<file path="config.mk">
export PLATFORM = sky130hd
export DESIGN_NAME = ring_slot_arbiter
export DESIGN_NICKNAME = d
export VERILOG_FILES = /design/src/rtl/ras_pkg.sv /design/src/rtl/ras_idle_guard.sv /design/src/rtl/ras_pick.sv /design/src/rtl/ras_slot_reg.sv /design/src/rtl/ring_slot_arbiter.sv
export SDC_FILE = /design/constraint.sdc
export NUM_CORES = 1
export LEC_CHECK = 0
export ABC_AREA = 1
export BUFFER_PORTS_ARGS = -buffer_cell sky130_fd_sc_hd__buf_2
export CORE_MARGIN = 3
export CORE_UTILIZATION = 49
export DETAILED_ROUTE_END_ITERATION = 8
export GPL_TIMING_DRIVEN = 0
export HOLD_SLACK_MARGIN = 0.15
export PLACE_DENSITY_LB_ADDON = 0.15
export SLEW_MARGIN = 20
export SYNTH_ARGS = -nofsm -noshare
export SYNTH_HDL_FRONTEND = slang
export SYNTH_SLANG_ARGS = --single-unit
export TNS_END_PERCENT = 20
</file>
<file path="constraint.sdc">
create_clock -name clk -period 2.3 [get_ports clk]
set_input_delay 0.23 -clock clk [delete_from_list [all_inputs] [get_ports clk]]
set_output_delay 0.23 -clock clk [all_outputs]
set_load 0.01 [all_outputs]
</file>
<file path="src/rtl/ras_pkg.sv">
// Package: shared opcode type for the ring slot arbiter.
// Assumes a two-bit opcode field on both ring and core sides.
package ras_pkg;
    typedef enum logic [1:0] {
        OP_RD       = 2'b00,
        OP_RD_RSP   = 2'b01,
        OP_WR       = 2'b10,
        OP_WR_BCAST = 2'b11
    } ring_op_e;
endpackage

</file>
<file path="src/rtl/ras_idle_guard.sv">
// Module: ras_idle_guard
// Counts insertions made into empty input slots and raises hold_off
// once LIMIT of them have happened in a row. Any invalid output slot
// clears the count. Assumes out_valid_nxt is the value loaded into the
// output register at this edge.
module ras_idle_guard #(
    parameter int LIMIT = 4,
    localparam int CW = $clog2(LIMIT + 1)
) (
    input  logic clk,
    input  logic rst_n,
    input  logic in_valid,
    input  logic out_valid_nxt,
    output logic hold_off
);
    logic [CW-1:0] cnt_q;
    logic [CW-1:0] cnt_d;

    // Next count: clear on empty output, step on self-filled empty input.
    always_comb begin
        cnt_d = cnt_q;
        if (!out_valid_nxt)
            cnt_d = '0;
        else if (!in_valid && cnt_q != CW'(LIMIT))
            cnt_d = cnt_q + 1'b1;
    end

    // Count register with synchronous active-low reset.
    always_ff @(posedge clk) begin
        if (!rst_n) cnt_q <= '0;
        else        cnt_q <= cnt_d;
    end

    assign hold_off = (cnt_q == CW'(LIMIT));

    p_cnt_bound_r7: assert property (@(posedge clk) disable iff (!rst_n)
        cnt_q <= CW'(LIMIT));
    p_clear_r8: assert property (@(posedge clk) disable iff (!rst_n)
        !out_valid_nxt |=> cnt_q == '0);
    p_hold_count_r9: assert property (@(posedge clk) disable iff (!rst_n)
        (in_valid && out_valid_nxt) |=> cnt_q == $past(cnt_q));
endmodule

</file>
<file path="src/rtl/ras_pick.sv">
// Module: ras_pick
// Round-robin choice between a waiting core request and a waiting
// read response. Grants only while allow is high. The source just
// served loses priority. After reset the response goes first.
module ras_pick (
    input  logic clk,
    input  logic rst_n,
    input  logic allow,
    input  logic core_valid,
    input  logic rsp_valid,
    output logic core_gnt,
    output logic rsp_gnt
);
    logic rsp_first_q;

    // Grant decision for the current slot.
    always_comb begin
        core_gnt = 1'b0;
        rsp_gnt  = 1'b0;
        if (allow) begin
            if (core_valid && rsp_valid) begin
                rsp_gnt  = rsp_first_q;
                core_gnt = !rsp_first_q;
            end else begin
                core_gnt = core_valid;
                rsp_gnt  = rsp_valid;
            end
        end
    end

    // Priority pointer: the other source leads after each grant.
    always_ff @(posedge clk) begin
        if (!rst_n)        rsp_first_q <= 1'b1;
        else if (core_gnt) rsp_first_q <= 1'b1;
        else if (rsp_gnt)  rsp_first_q <= 1'b0;
    end

    p_alternate_r6: assert property (@(posedge clk) disable iff (!rst_n)
        ($past(rst_n) && $past(allow && core_valid && rsp_valid && rsp_gnt)
         && allow && core_valid && rsp_valid) |-> core_gnt);
    p_alternate_core_r6: assert property (@(posedge clk) disable iff (!rst_n)
        ($past(rst_n) && $past(allow && core_valid && rsp_valid && core_gnt)
         && allow && core_valid && rsp_valid) |-> rsp_gnt);
endmodule

</file>
<file path="src/rtl/ras_slot_reg.sv">
// Module: ras_slot_reg
// Output slot register. Reset empties the slot. Fields of an empty
// slot keep their old values and have no meaning.
module ras_slot_reg #(
    parameter int ADDR_W = 16,
    parameter int DATA_W = 32
) (
    input  logic              clk,
    input  logic              rst_n,
    input  logic              nxt_valid,
    input  logic [1:0]        nxt_op,
    input  logic [ADDR_W-1:0] nxt_addr,
    input  logic [DATA_W-1:0] nxt_data,
    output logic              q_valid,
    output logic [1:0]        q_op,
    output logic [ADDR_W-1:0] q_addr,
    output logic [DATA_W-1:0] q_data
);
    // Valid bit with reset.
    always_ff @(posedge clk) begin
        if (!rst_n) q_valid <= 1'b0;
        else        q_valid <= nxt_valid;
    end

    // Payload fields, loaded only with a valid slot.
    always_ff @(posedge clk) begin
        if (!rst_n) begin
            q_op   <= '0;
            q_addr <= '0;
            q_data <= '0;
        end else if (nxt_valid) begin
            q_op   <= nxt_op;
            q_addr <= nxt_addr;
            q_data <= nxt_data;
        end
    end
endmodule

</file>
<file path="src/rtl/ring_slot_arbiter.sv">
// Module: ring_slot_arbiter
// Top level. Chooses, per cycle, between forwarding the ring input,
// inserting a local transaction, or sending an empty slot, and
// registers the choice. Assumes take flags are only raised with a
// valid input and that local sources hold valid until granted.
module ring_slot_arbiter #(
    parameter int ADDR_W     = 16,
    parameter int DATA_W     = 32,
    parameter int IDLE_LIMIT = 4
) (
    input  logic              clk,
    input  logic              rst_n,
    input  logic              rin_valid,
    input  logic [1:0]        rin_op,
    input  logic [ADDR_W-1:0] rin_addr,
    input  logic [DATA_W-1:0] rin_data,
    input  logic              f2c_take,
    input  logic              c2f_take,
    input  logic              creq_valid,
    input  logic [1:0]        creq_op,
    input  logic [ADDR_W-1:0] creq_addr,
    input  logic [DATA_W-1:0] creq_data,
    output logic              creq_grant,
    input  logic              rrsp_valid,
    input  logic [ADDR_W-1:0] rrsp_addr,
    input  logic [DATA_W-1:0] rrsp_data,
    output logic              rrsp_grant,
    output logic              rout_valid,
    output logic [1:0]        rout_op,
    output logic [ADDR_W-1:0] rout_addr,
    output logic [DATA_W-1:0] rout_data
);
    import ras_pkg::*;

    logic              taken;
    logic              pass_through;
    logic              slot_free;
    logic              hold_off;
    logic              nxt_valid;
    logic [1:0]        nxt_op;
    logic [ADDR_W-1:0] nxt_addr;
    logic [DATA_W-1:0] nxt_data;

    // Slot classification for this cycle.
    always_comb begin
        taken        = rin_valid && (f2c_take || c2f_take);
        pass_through = rin_valid && !taken;
        slot_free    = !pass_through;
    end

    ras_idle_guard #(.LIMIT(IDLE_LIMIT)) u_guard (
        .clk          (clk),
        .rst_n        (rst_n),
        .in_valid     (rin_valid),
        .out_valid_nxt(nxt_valid),
        .hold_off     (hold_off)
    );

    ras_pick u_pick (
        .clk       (clk),
        .rst_n     (rst_n),
        .allow     (slot_free && !hold_off),
        .core_valid(creq_valid),
        .rsp_valid (rrsp_valid),
        .core_gnt  (creq_grant),
        .rsp_gnt   (rrsp_grant)
    );

    // Next slot contents: forward, response, core request, or empty.
    always_comb begin
        nxt_valid = 1'b0;
        nxt_op    = rin_op;
        nxt_addr  = rin_addr;
        nxt_data  = rin_data;
        if (pass_through) begin
            nxt_valid = 1'b1;
        end else if (rrsp_grant) begin
            nxt_valid = 1'b1;
            nxt_op    = OP_RD_RSP;
            nxt_addr  = rrsp_addr;
            nxt_data  = rrsp_data;
        end else if (creq_grant) begin
            nxt_valid = 1'b1;
            nxt_op    = creq_op;
            nxt_addr  = creq_addr;
            nxt_data  = creq_data;
        end
    end

    ras_slot_reg #(.ADDR_W(ADDR_W), .DATA_W(DATA_W)) u_out (
        .clk      (clk),
        .rst_n    (rst_n),
        .nxt_valid(nxt_valid),
        .nxt_op   (nxt_op),
        .nxt_addr (nxt_addr),
        .nxt_data (nxt_data),
        .q_valid  (rout_valid),
        .q_op     (rout_op),
        .q_addr   (rout_addr),
        .q_data   (rout_data)
    );

    p_reset_idle_r1: assert property (@(posedge clk)
        !rst_n |=> !rout_valid);
    p_forward_r2: assert property (@(posedge clk) disable iff (!rst_n)
        (rin_valid && !f2c_take && !c2f_take) |=> (rout_valid
            && rout_op == $past(rin_op) && rout_addr == $past(rin_addr)
            && rout_data == $past(rin_data)));
    p_empty_r3: assert property (@(posedge clk) disable iff (!rst_n)
        (!(rin_valid && !f2c_take && !c2f_take) && !creq_grant && !rrsp_grant)
        |=> !rout_valid);
    p_core_r4: assert property (@(posedge clk) disable iff (!rst_n)
        creq_grant |=> (rout_valid && rout_op == $past(creq_op)
            && rout_addr == $past(creq_addr) && rout_data == $past(creq_data)));
    p_rsp_r5: assert property (@(posedge clk) disable iff (!rst_n)
        rrsp_grant |=> (rout_valid && rout_op == 2'b01
            && rout_addr == $past(rrsp_addr) && rout_data == $past(rrsp_data)));
    p_force_r7: assert property (@(posedge clk) disable iff (!rst_n)
        hold_off |-> (!creq_grant && !rrsp_grant));
    p_grant_onehot_r10: assert property (@(posedge clk) disable iff (!rst_n)
        $onehot0({creq_grant, rrsp_grant}));
    p_grant_free_r10: assert property (@(posedge clk) disable iff (!rst_n)
        (creq_grant || rrsp_grant) |-> (!rin_valid || f2c_take || c2f_take));
endmodule

</file>
==> results_dict.tcl, run 1 <==
set metrics [dict create \
    power_mw 2.537 \
    antenna_found_initial 0 \
    cap_violations 0 \
    hold_buffers 0 \
    n_antenna_cell 0 \
    r2r_cells 9 \
    htree_levels 2 \
    wl_um 11880 \
    drc 0 \
    nFillCells 681 \
    seqCellArea_mm2 0.001101 \
    fin_nets 996 \
    max_freq_mhz 487.9 \
    synth_seq_cells 55 \
    cts.path.max_buffers 2 \
    root_buffer "clkbuf_8" \
    synthMuxAreaShare_pct 0 \
    p_leak_nw 3.143 \
    drive_above_1_share_pct 29.17 \
    synthCells 626 \
    synthSimpleGateAreaFrac_pct 44.08 \
    required_ns 2.07 \
    synth_compound_area_share_pct 4.938 \
    finalCriticalPeriod_ns 2.050 \
    multi_input_comb_area_mm2 0.001872 \
    ant_nets 0 \
    viasPerCell 4.909 \
    synth_nets 783 \
    syn-mean-instance-area_um2 5.990 \
    wl_per_cell_um 12.65 \
    synth_edf_count 0 \
    dp_cells 931 \
    cts_tree "yes" \
    finalClockSkew_ns 0.009839 \
    post-route-period-util_pct 89.11 \
    slowest_delay_ns 0.36 \
    drt_iter0_drc 174 \
    vias 4610 \
    peakVddDrop_mv 0.2188 \
    hold-path-cell-count 5 \
    slew_headroom_pct 66.66 \
    slowest_stage "dfxtp_1" \
    setup_viol 0 \
    yosys.area_share.adder_pct 0.6673 \
    grt_max_degree 17 \
    final_cells 939 \
    insertion_delay_ns 0.31 \
    path_clk_slew_ns 0.10 \
    grt_pass1_vias 4395 \
    status "complete, no violations" \
    p_int_mw 1.657 \
    pwr-share-seq_pct 44.0 \
    netSwitchingFraction_pct 34.66 \
    num_io_pins 208 \
    path_class "flop to output port" \
    first_pass_iters 7 \
    numCtsBuffers 5 \
    die_h_um 93.48 \
    synth_top_flop_cell "dfxtp_1" \
    die_area_mm2 0.008739 \
    initial_core_util_pct 51.15 \
    rsz0062_at_grt "false" \
    syn2layout_area_growth_pct 33.07 \
    switchingPower_mw 0.8792 \
    cp_max_fo 10 \
    cts.sinks 55 \
    synth_area_mm2 0.003750 \
    stdcell_area_mm2 0.004990 \
    post-dp-hpwl_um 9431 \
    worstMarginPinSlew_ns 0.5002 \
    end_kind "output port" \
    hold_class "primary input to flop" \
    worstSetupPathDepth 7 \
    setup_tns_ns 0 \
    synth_xor_area_share_pct 0.2336 \
    cp.arrival_ns 1.82 \
    post_cts_resized 0 \
    place_congestion 0.8477 \
    grt_pass1_wl_um 18690 \
    path_cells "inv_1, ha_1, nand2_2, nand3_2, inv_2, buf_4, buf_2" \
    grt.total_usage_pct 26.39 \
    synth_top_family_by_area "simple AND/OR/NAND/NOR gates" \
    cp_top_family "buffers and inverters" \
    start_kind "flop" \
    crit_buf_inv 4 \
    port_buffers 206 \
    p_per_area_mw_per_mm2 508.4 \
    die_width_um 93.48 \
    drv_slew 0 \
    grt-ovfl-total 0 \
    place_area_mm2 0.004905 \
    yosys_warnings 0 \
    power_frac_comb_pct 35.2 \
    postCtsSetupBuffers 0 \
    hold_viol 0 \
    rows 31 \
    core-area_mm2 0.007331 \
    ys_seq_area_share_pct 29.36 \
    synth.distinct_cells 25 \
    synth_async_sr_flop_share_pct 0 \
    pwr-share-clk_pct 20.8 \
]
[Yosys cell counts, types with 3 or more instances]
cell type,instances,area (µm²)
nand3_1,99,495.5
buf_4,3,22.52
clkbuf_1,14,52.55
nand2_1,159,596.8
nand4_1,48,300.3
dfxtp_1,55,1101
a21oi_1,28,140.1
nand3b_1,23,172.7
buf_1,8,30.03
buf_2,15,75.07
inv_2,3,11.26
inv_1,150,563.0
nor2_1,5,18.77
[power by group through the flow]
stage,registers (mW),logic [mW],clock network [mW]
3_5_place_dp,1.14,0.893,0
4_1_cts,1.11,0.897,0.543
3_3_place_gp,1.13,0.877,0
2_1_floorplan,1.18,0.481,0
5_1_grt,1.12,1.00,0.582
6_report,1.11,0.894,0.527
[layout make-up]
| type | instances | area share, % |
|---|---|---|
| Multi-Input combinational cell | 376 | 37.51 |
| Clock inverter | 2 | 0.2508 |
| Tap cell | 99 | 2.482 |
| Clock buffer | 6 | 1.454 |
| Inverter | 153 | 11.51 |
| Sequential cell | 55 | 22.07 |
| Buffer | 42 | 4.062 |
| Timing Repair Buffer | 206 | 20.66 |
[worst register-to-register path: stages (launching register included)]
cell	delay, ns
dfxtp_1	0.36
inv_1	0.07
ha_1	0.20
nand2_2	0.15
inv_1	0.07
a21oi_1	0.22
o21ai_4	0.14
nand2_1	0.23
buf_2	0.27
a21oi_1	0.10
[cell families (layout without fill, tap and decap cells)]
logic type	Yosys count	in the layout
AND/OR/NAND/NOR	341	341
buffers and inverters	195	409
flip-flops	55	55
AO/OA/AOI/OAI	32	32
adder cells (fa/ha/maj)	2	2
XOR/XNOR	1	1
[cells in the final DEF, fill, tap and decap left out, drive strengths merged]
cell and instances:
dfxtp 55, o21ai 2, ha 2, clkinv 1, nand3 101, nor2 6, nand4 48, clkbuf 20
inv 153, buf 234, xor2 1, o211ai 1, nand3b 23, clkinvlp 1, a21oi 29, nand2 163
[worst paths after layout]
check                                 from                       endpoint  slack (ns)
min reg2reg   u_out.q_addr[4]$_SDFFE_PN0P_   u_out.q_addr[4]$_SDFFE_PN0P_        0.48
max          u_guard.cnt_q[0]$_SDFFE_PN0P_                     rrsp_grant        0.25
min                            rin_data[5]   u_out.q_data[5]$_SDFFE_PN0P_        0.21
max reg2reg  u_guard.cnt_q[0]$_SDFFE_PN0P_  u_out.q_data[14]$_SDFFE_PN0P_        0.38
[routing by layer]
layer	vias up	routed length (µm)	track usage, %	share of wire, %
met5	-	0	0	0
met2	210	6023	48.42	51
met1	2014	4557	30.34	38
met3	18	1094	5.229	9.2
met4	0	203	8.669	1.7
li1	2368	-	-	-
[per-stage QoR]
| stage | setup WS (ns) | hold WS [ns] | util, % |
|---|---|---|---|
| 2_1_floorplan | 0.6866 | 0.4294 | - |
| 3_3_place_gp | 0.4109 | 0.4585 | 66.91 |
| 3_5_place_dp | 0.3849 | 0.4710 | 66.91 |
| 4_1_cts | 0.2536 | 0.2082 | 68.07 |
| 5_1_grt | 0.1277 | 0.2189 | 68.07 |
| 6_report | 0.2505 | 0.2117 | 68.07 |
[registers in the layout, summed over array words and instances, names as in the netlist]
| name | flops |
|---|---|
| u_out.q_op | 2 |
| u_out.q_addr | 16 |
| u_guard.cnt_q | 3 |
| u_out.q_data | 32 |
| u_pick.rsp_first_q | 1 |
| u_out.q_valid | 1 |
No activity file was read; power rests on OpenSTA's default activity.
==> inputs of run 2 (changes only) <==
--- a/config.mk
+++ b/config.mk
@@ -7,12 +7,15 @@
 export LEC_CHECK = 0
 export ABC_AREA = 1
 export BUFFER_PORTS_ARGS = -buffer_cell sky130_fd_sc_hd__buf_2
+export CELL_PAD_IN_SITES_DETAIL_PLACEMENT = 1
+export CELL_PAD_IN_SITES_GLOBAL_PLACEMENT = 1
 export CORE_MARGIN = 3
-export CORE_UTILIZATION = 49
+export CORE_UTILIZATION = 31
 export DETAILED_ROUTE_END_ITERATION = 8
 export GPL_TIMING_DRIVEN = 0
 export HOLD_SLACK_MARGIN = 0.15
 export PLACE_DENSITY_LB_ADDON = 0.15
+export SETUP_SLACK_MARGIN = 0.5
 export SLEW_MARGIN = 20
 export SYNTH_ARGS = -nofsm -noshare
 export SYNTH_HDL_FRONTEND = slang
==> run 2 against run 1 <==
Against the previous run:
- clock power rose by 40%
- die area rose by 54%
- clock skew fell by 0.0032 ns
- setup slack improved by 0.33 ns
- power rose by 12%
- global-route usage fell by 4.9 points
- maximum frequency rose by 19%
- critical path type unchanged
- critical endpoint is now creq_grant
==> results_dict.tcl, run 2 (synthesized netlist as in run 1, its figures left out) <==
set metrics [dict create \
    status "complete, no violations" \
    p_per_area_mw_per_mm2 537.2 \
    cp.arrival_ns 1.49 \
    post-dp-hpwl_um 11600 \
    cp_top_family "buffers and inverters" \
    grt_pass1_vias 4978 \
    hold-path-endpoint "u_out.q_data[5]$_SDFFE_PN0P_" \
    hold_class "primary input to flop" \
    min-delay-start "rin_data[5]" \
    wl_per_cell_um 15.15 \
    drive_above_1_share_pct 31.01 \
    required_ns 2.07 \
    mostFrequentLayoutCell "buf_2" \
    wl_um 15010 \
    cts.path.max_buffers 2 \
    die_h_um 116.0 \
    grt.total_usage_pct 21.51 \
    nFillCells 1656 \
    hold_viol 0 \
    post-route-period-util_pct 74.67 \
    finalCriticalPeriod_ns 1.717 \
    hold_buffers 0 \
    worstSetupPathDepth 7 \
    viasPerCell 4.788 \
    largest_reg_flops 32 \
    p_leak_nw 3.248 \
    r2r_cells 11 \
    holdWs_ns 0.2337 \
    slew_headroom_pct 60.97 \
    vias 4745 \
    path_clk_slew_ns 0.07 \
    grt_max_degree 15 \
    path_cells "inv_1, ha_2, nand2_4, nand3_4, inv_6, buf_6, buf_2" \
    crit_start "u_guard.cnt_q[0]$_SDFFE_PN0P_" \
    cp_max_fo 10 \
    largest-register "u_out.q_data" \
    cts_tree "yes" \
    cts.sinks 55 \
    end_kind "output port" \
    root_buffer "clkbuf_16" \
    drv_slew 0 \
    crit_buf_inv 4 \
    n_antenna_cell 0 \
    htree_levels 2 \
    dp_cells 975 \
    path_class "flop to output port" \
    ant_nets 0 \
    die_area_mm2 0.01345 \
    r2r_setup_slack_ns 0.61 \
    worstMarginPinSlew_ns 0.5855 \
    peakVddDrop_mv 0.3457 \
    finalClockSkew_ns 0.006591 \
    core-area_mm2 0.01161 \
    r2r_end "u_out.q_addr[14]$_SDFFE_PN0P_" \
    top_regs "u_out.q_data: 32 flops, u_out.q_addr: 16 flops, u_guard.cnt_q: 3 flops" \
    setup_viol 0 \
    fin_nets 1006 \
    slowest_delay_ns 0.35 \
    initial_core_util_pct 32.29 \
    drc 0 \
    start_kind "flop" \
    numCtsBuffers 5 \
    slowest_stage "dfxtp_2" \
    grt-ovfl-total 0 \
    r2r-start "u_guard.cnt_q[0]$_SDFFE_PN0P_" \
    die_width_um 116.0 \
    max_freq_mhz 582.3 \
    grt_pass1_wl_um 23290 \
    hold-path-cell-count 5 \
    final_cells 991 \
    place_congestion 0.8550 \
    layout_common_cells "buf_2, nand2_1, inv_1" \
    num_io_pins 208 \
    setup_tns_ns 0 \
    first_pass_iters 4 \
    syn2layout_area_growth_pct 41.07 \
    rsz0062_at_grt "true" \
    insertion_delay_ns 0.29 \
    drt_iter0_drc 257 \
    cap_violations 0 \
    antenna_found_initial 1 \
    port_buffers 206 \
    rows 39 \
]
[run 2: changes by cell type in the layout (fill, tap and decap cells not counted), sizes merged]
cell and delta:
clkinv -1, clkbuf +3, clkinvlp -1, buf +6, o21ai +1
[run 2: area by class of cell]
type	count	area, µm²	area share (%)
flip-flops and latches	55	1104	20.86
clock buffers	6	128.9	2.436
multi-input cells	377	1927	36.42
plain buffers	42	271.5	5.132
inverters	153	584.3	11.05
repair buffers	215	1096	20.72
well taps	143	178.9	3.382
[run 2: worst min-delay path: stages]
cell and delay [ns]:
buf_2 0.08, nand2_1 0.04, nand3_1 0.07, nand2_1 0.05, inv_1 0.04
[run 2: layer usage]
layer  vias to the layer above  part of all wire [%]  track usage (%)  wire [µm]
met5                         -                 0.047                0          7
met4                         2                  0.68            4.254        102
met3                        10                   7.3            4.334       1095
met2                       168                    50            39.32       7504
met1                      2167                    42            26.14       6303
li1                       2398                     -                -          -
[run 2: worst max-delay path by stage]
stage | end | slack [ns]
3_3_place_gp | u_out.q_data[19]$_SDFFE_PN0P_ | 0.34
5_1_grt | rrsp_grant | 0.47
2_1_floorplan | u_out.q_addr[0]$_SDFFE_PN0P_ | 0.69
4_1_cts | u_out.q_data[10]$_SDFFE_PN0P_ | 0.51
6_report | creq_grant | 0.58
3_5_place_dp | u_out.q_data[16]$_SDFFE_PN0P_ | 0.29
[run 2: report_power, final]
group          internal (mW)  switching [mW]  total (mW)
registers               1.06          0.0564        1.12
logic                  0.425           0.560       0.984
clock network          0.394           0.346       0.739
total                   1.88           0.962        2.84
[run 2: through the flow]
step | setup slack [ns] | total power, mW | area, µm² | util (%)
detailed placement | 0.2942 | 2.068 | 4960 | 42.71
global placement | 0.3375 | 2.037 | 4960 | 42.71
CTS | 0.5116 | 2.848 | 5162 | 44.45
finish | 0.5826 | 2.842 | 5290 | 45.55
floorplan | 0.6866 | 1.662 | 3750 | -
global route | 0.4719 | 3.047 | 5290 | 45.55
[run 2: repair_timing]
action | 4_1_cts | 5_1_grt
setup endpoints to repair | 54 | 50
buffers inserted | 4 | 4
pin swaps | 1 | 2
resized for setup | 15 | 36
gates cloned | 0 | 2
==> inputs of run 3 (changes only) <==
--- a/config.mk
+++ b/config.mk
@@ -10,7 +10,7 @@
 export CELL_PAD_IN_SITES_DETAIL_PLACEMENT = 1
 export CELL_PAD_IN_SITES_GLOBAL_PLACEMENT = 1
 export CORE_MARGIN = 3
-export CORE_UTILIZATION = 31
+export CORE_UTILIZATION = 26
 export DETAILED_ROUTE_END_ITERATION = 8
 export GPL_TIMING_DRIVEN = 0
 export HOLD_SLACK_MARGIN = 0.15
==> constraint.sdc (replaced) <==
create_clock -name clk -period 1.5 [get_ports clk]
set_input_delay 0.15 -clock clk [delete_from_list [all_inputs] [get_ports clk]]
set_output_delay 0.15 -clock clk [all_outputs]
set_load 0.01 [all_outputs]
==> run 3 against run 2 <==
Against the previous run:
- the run now ends with setup timing left
- clock skew is 0.0088 ns higher
- power grew 71%
- largest power group unchanged
- worst hold slack got worse by 0.079 ns
- combinational power grew 74%
- die area is 18% higher
- non-clock buffer count grew 32
- clock-buffer cell count stayed put
- critical path type is now flop to flop
- flip-flop and latch count stayed put
==> results_dict.tcl, run 3 (synthesized netlist as in run 1, its figures left out) <==
set metrics [dict create \
    wl_per_cell_um 15.14 \
    p_per_area_mw_per_mm2 825.3 \
    grt_max_degree 17 \
    htree_levels 2 \
    mostFrequentLayoutCell "buf_2" \
    post-route-period-util_pct 108.0 \
    drv_slew 0 \
    p_leak_nw 3.481 \
    final_cells 1062 \
    pre_cts_slack_ns -0.2449 \
    viasPerCell 4.602 \
    start_kind "flop" \
    slew_headroom_pct 59.83 \
    setup_tns_ns -2.670 \
    grt-ovfl-total 0 \
    status "finished with violations" \
    finalClockSkew_ns 0.01538 \
    initial_core_util_pct 26.81 \
    root_buffer "clkbuf_16" \
    end_kind "flop" \
    dp_cells 1012 \
    drc 0 \
    fin_ws_ns -0.1200 \
    cp_max_fo 7 \
    r2r_end "u_out.q_data[11]$_SDFFE_PN0P_" \
    cp.arrival_ns 1.81 \
    cts_tree "yes" \
    wl_um 16080 \
    grt_pass1_vias 5064 \
    cts.path.max_buffers 2 \
    numCtsBuffers 5 \
    grt.total_usage_pct 19.30 \
    largest_reg_flops 32 \
    violations "setup timing" \
    path_clk_slew_ns 0.08 \
    n_antenna_cell 0 \
    peakVddDrop_mv 0.4077 \
    power_mw 4.853 \
    die_h_um 126.1 \
    syn2layout_area_growth_pct 56.82 \
    place_congestion 0.7622 \
    r2r-start "u_pick.rsp_first_q$_SDFFE_PP1P_" \
    top_regs "u_out.q_data: 32 flops, u_out.q_addr: 16 flops, u_guard.cnt_q: 3 flops" \
    r2r_cells 8 \
    required_ns 1.69 \
    fin_nets 1038 \
    max_freq_mhz 617.3 \
    grt_pass1_wl_um 25020 \
    finalCriticalPeriod_ns 1.620 \
    die_area_mm2 0.01590 \
    die_width_um 126.1 \
    drt_iter0_drc 159 \
    setup_viol 50 \
    worstMarginPinSlew_ns 0.6025 \
    core-area_mm2 0.01399 \
    port_buffers 206 \
    layout_common_cells "buf_2, nand2_1, inv_1" \
    vias 4887 \
    rsz0062_at_grt "true" \
    post-dp-hpwl_um 11990 \
    insertion_delay_ns 0.31 \
    drive_above_1_share_pct 35.03 \
    rows 43 \
    first_pass_iters 4 \
    cap_violations 0 \
    antenna_found_initial 1 \
    r2r_setup_slack_ns -0.12 \
    fin_util_pct 42.04 \
    largest-register "u_out.q_data" \
    hold-path-endpoint "u_out.q_addr[5]$_SDFFE_PN0P_" \
    hold-path-cell-count 5 \
    cts.sinks 55 \
    ant_nets 0 \
    hold_class "primary input to flop" \
    num_io_pins 208 \
    path_class "flop to flop" \
    min-delay-start "rin_addr[5]" \
    hold_viol 0 \
]
## run 3: report_power, final
group          leakage, nW  internal, mW  switching, mW
sequential           0.458          1.63         0.0861
clock               0.0868         0.833          0.596
combinational         2.94         0.779          0.931
## run 3: final cells by class
cell class                      count  area, µm²
Clock inverter                      2      35.03
Multi-Input combinational cell    377       2058
Sequential cell                    55       1107
Tap cell                          180      225.2
Fill cell                        1877       8108
Clock buffer                        6      138.9
Inverter                          153      589.3
Timing Repair Buffer              247       1419
Buffer                             42      307.8
## run 3: worst max-delay path by stage
stage                                          startpoint                            end  cells after the start
after floorplan             u_guard.cnt_q[0]$_SDFFE_PN0P_   u_out.q_addr[0]$_SDFFE_PN0P_                      9
after global placement                           c2f_take   u_out.q_data[3]$_SDFFE_PN0P_                      9
after detailed placement                         c2f_take   u_out.q_addr[8]$_SDFFE_PN0P_                      9
after CTS                 u_pick.rsp_first_q$_SDFFE_PP1P_                     rrsp_grant                      6
after global routing        u_guard.cnt_q[1]$_SDFFE_PN0P_  u_out.q_data[11]$_SDFFE_PN0P_                     10
final                     u_pick.rsp_first_q$_SDFFE_PP1P_  u_out.q_data[11]$_SDFFE_PN0P_                      8
## run 3: metal layers
layer,global-route usage (%),wire length [µm],vias to the layer above
li1,-,-,2462
met1,23.20,6790,2268
met2,34.08,7954,139
met3,5.513,1126,16
met4,4.416,204,2
met5,0,7,-
## run 3: repair_timing
item                                    in CTS  in global routing
buffers inserted                            17                  3
hold endpoints to repair                    18                  0
endpoints found under the setup margin      57                 57
pin swaps                                    5                  9
gates cloned                                 1                  3
gates resized for setup                     23                 45
hold buffers                                18                  0
## run 3: worst max-delay path: stages (launching register included)
cell,delay (ns)
dfxtp_4,0.37
nand3_2,0.08
nand2_4,0.07
buf_4,0.14
o21ai_4,0.37
buf_4,0.25
nand3b_1,0.08
nand2_1,0.09
a21oi_1,0.05
## run 3: metrics by stage
stage | instance area, µm² | hold slack (ns)
3_5_place_dp | 5082 | 0.4554
6_report | 5881 | 0.1542
2_1_floorplan | 3826 | 0.3413
4_1_cts | 5660 | 0.1507
3_3_place_gp | 5082 | 0.4434
5_1_grt | 5881 | 0.1678
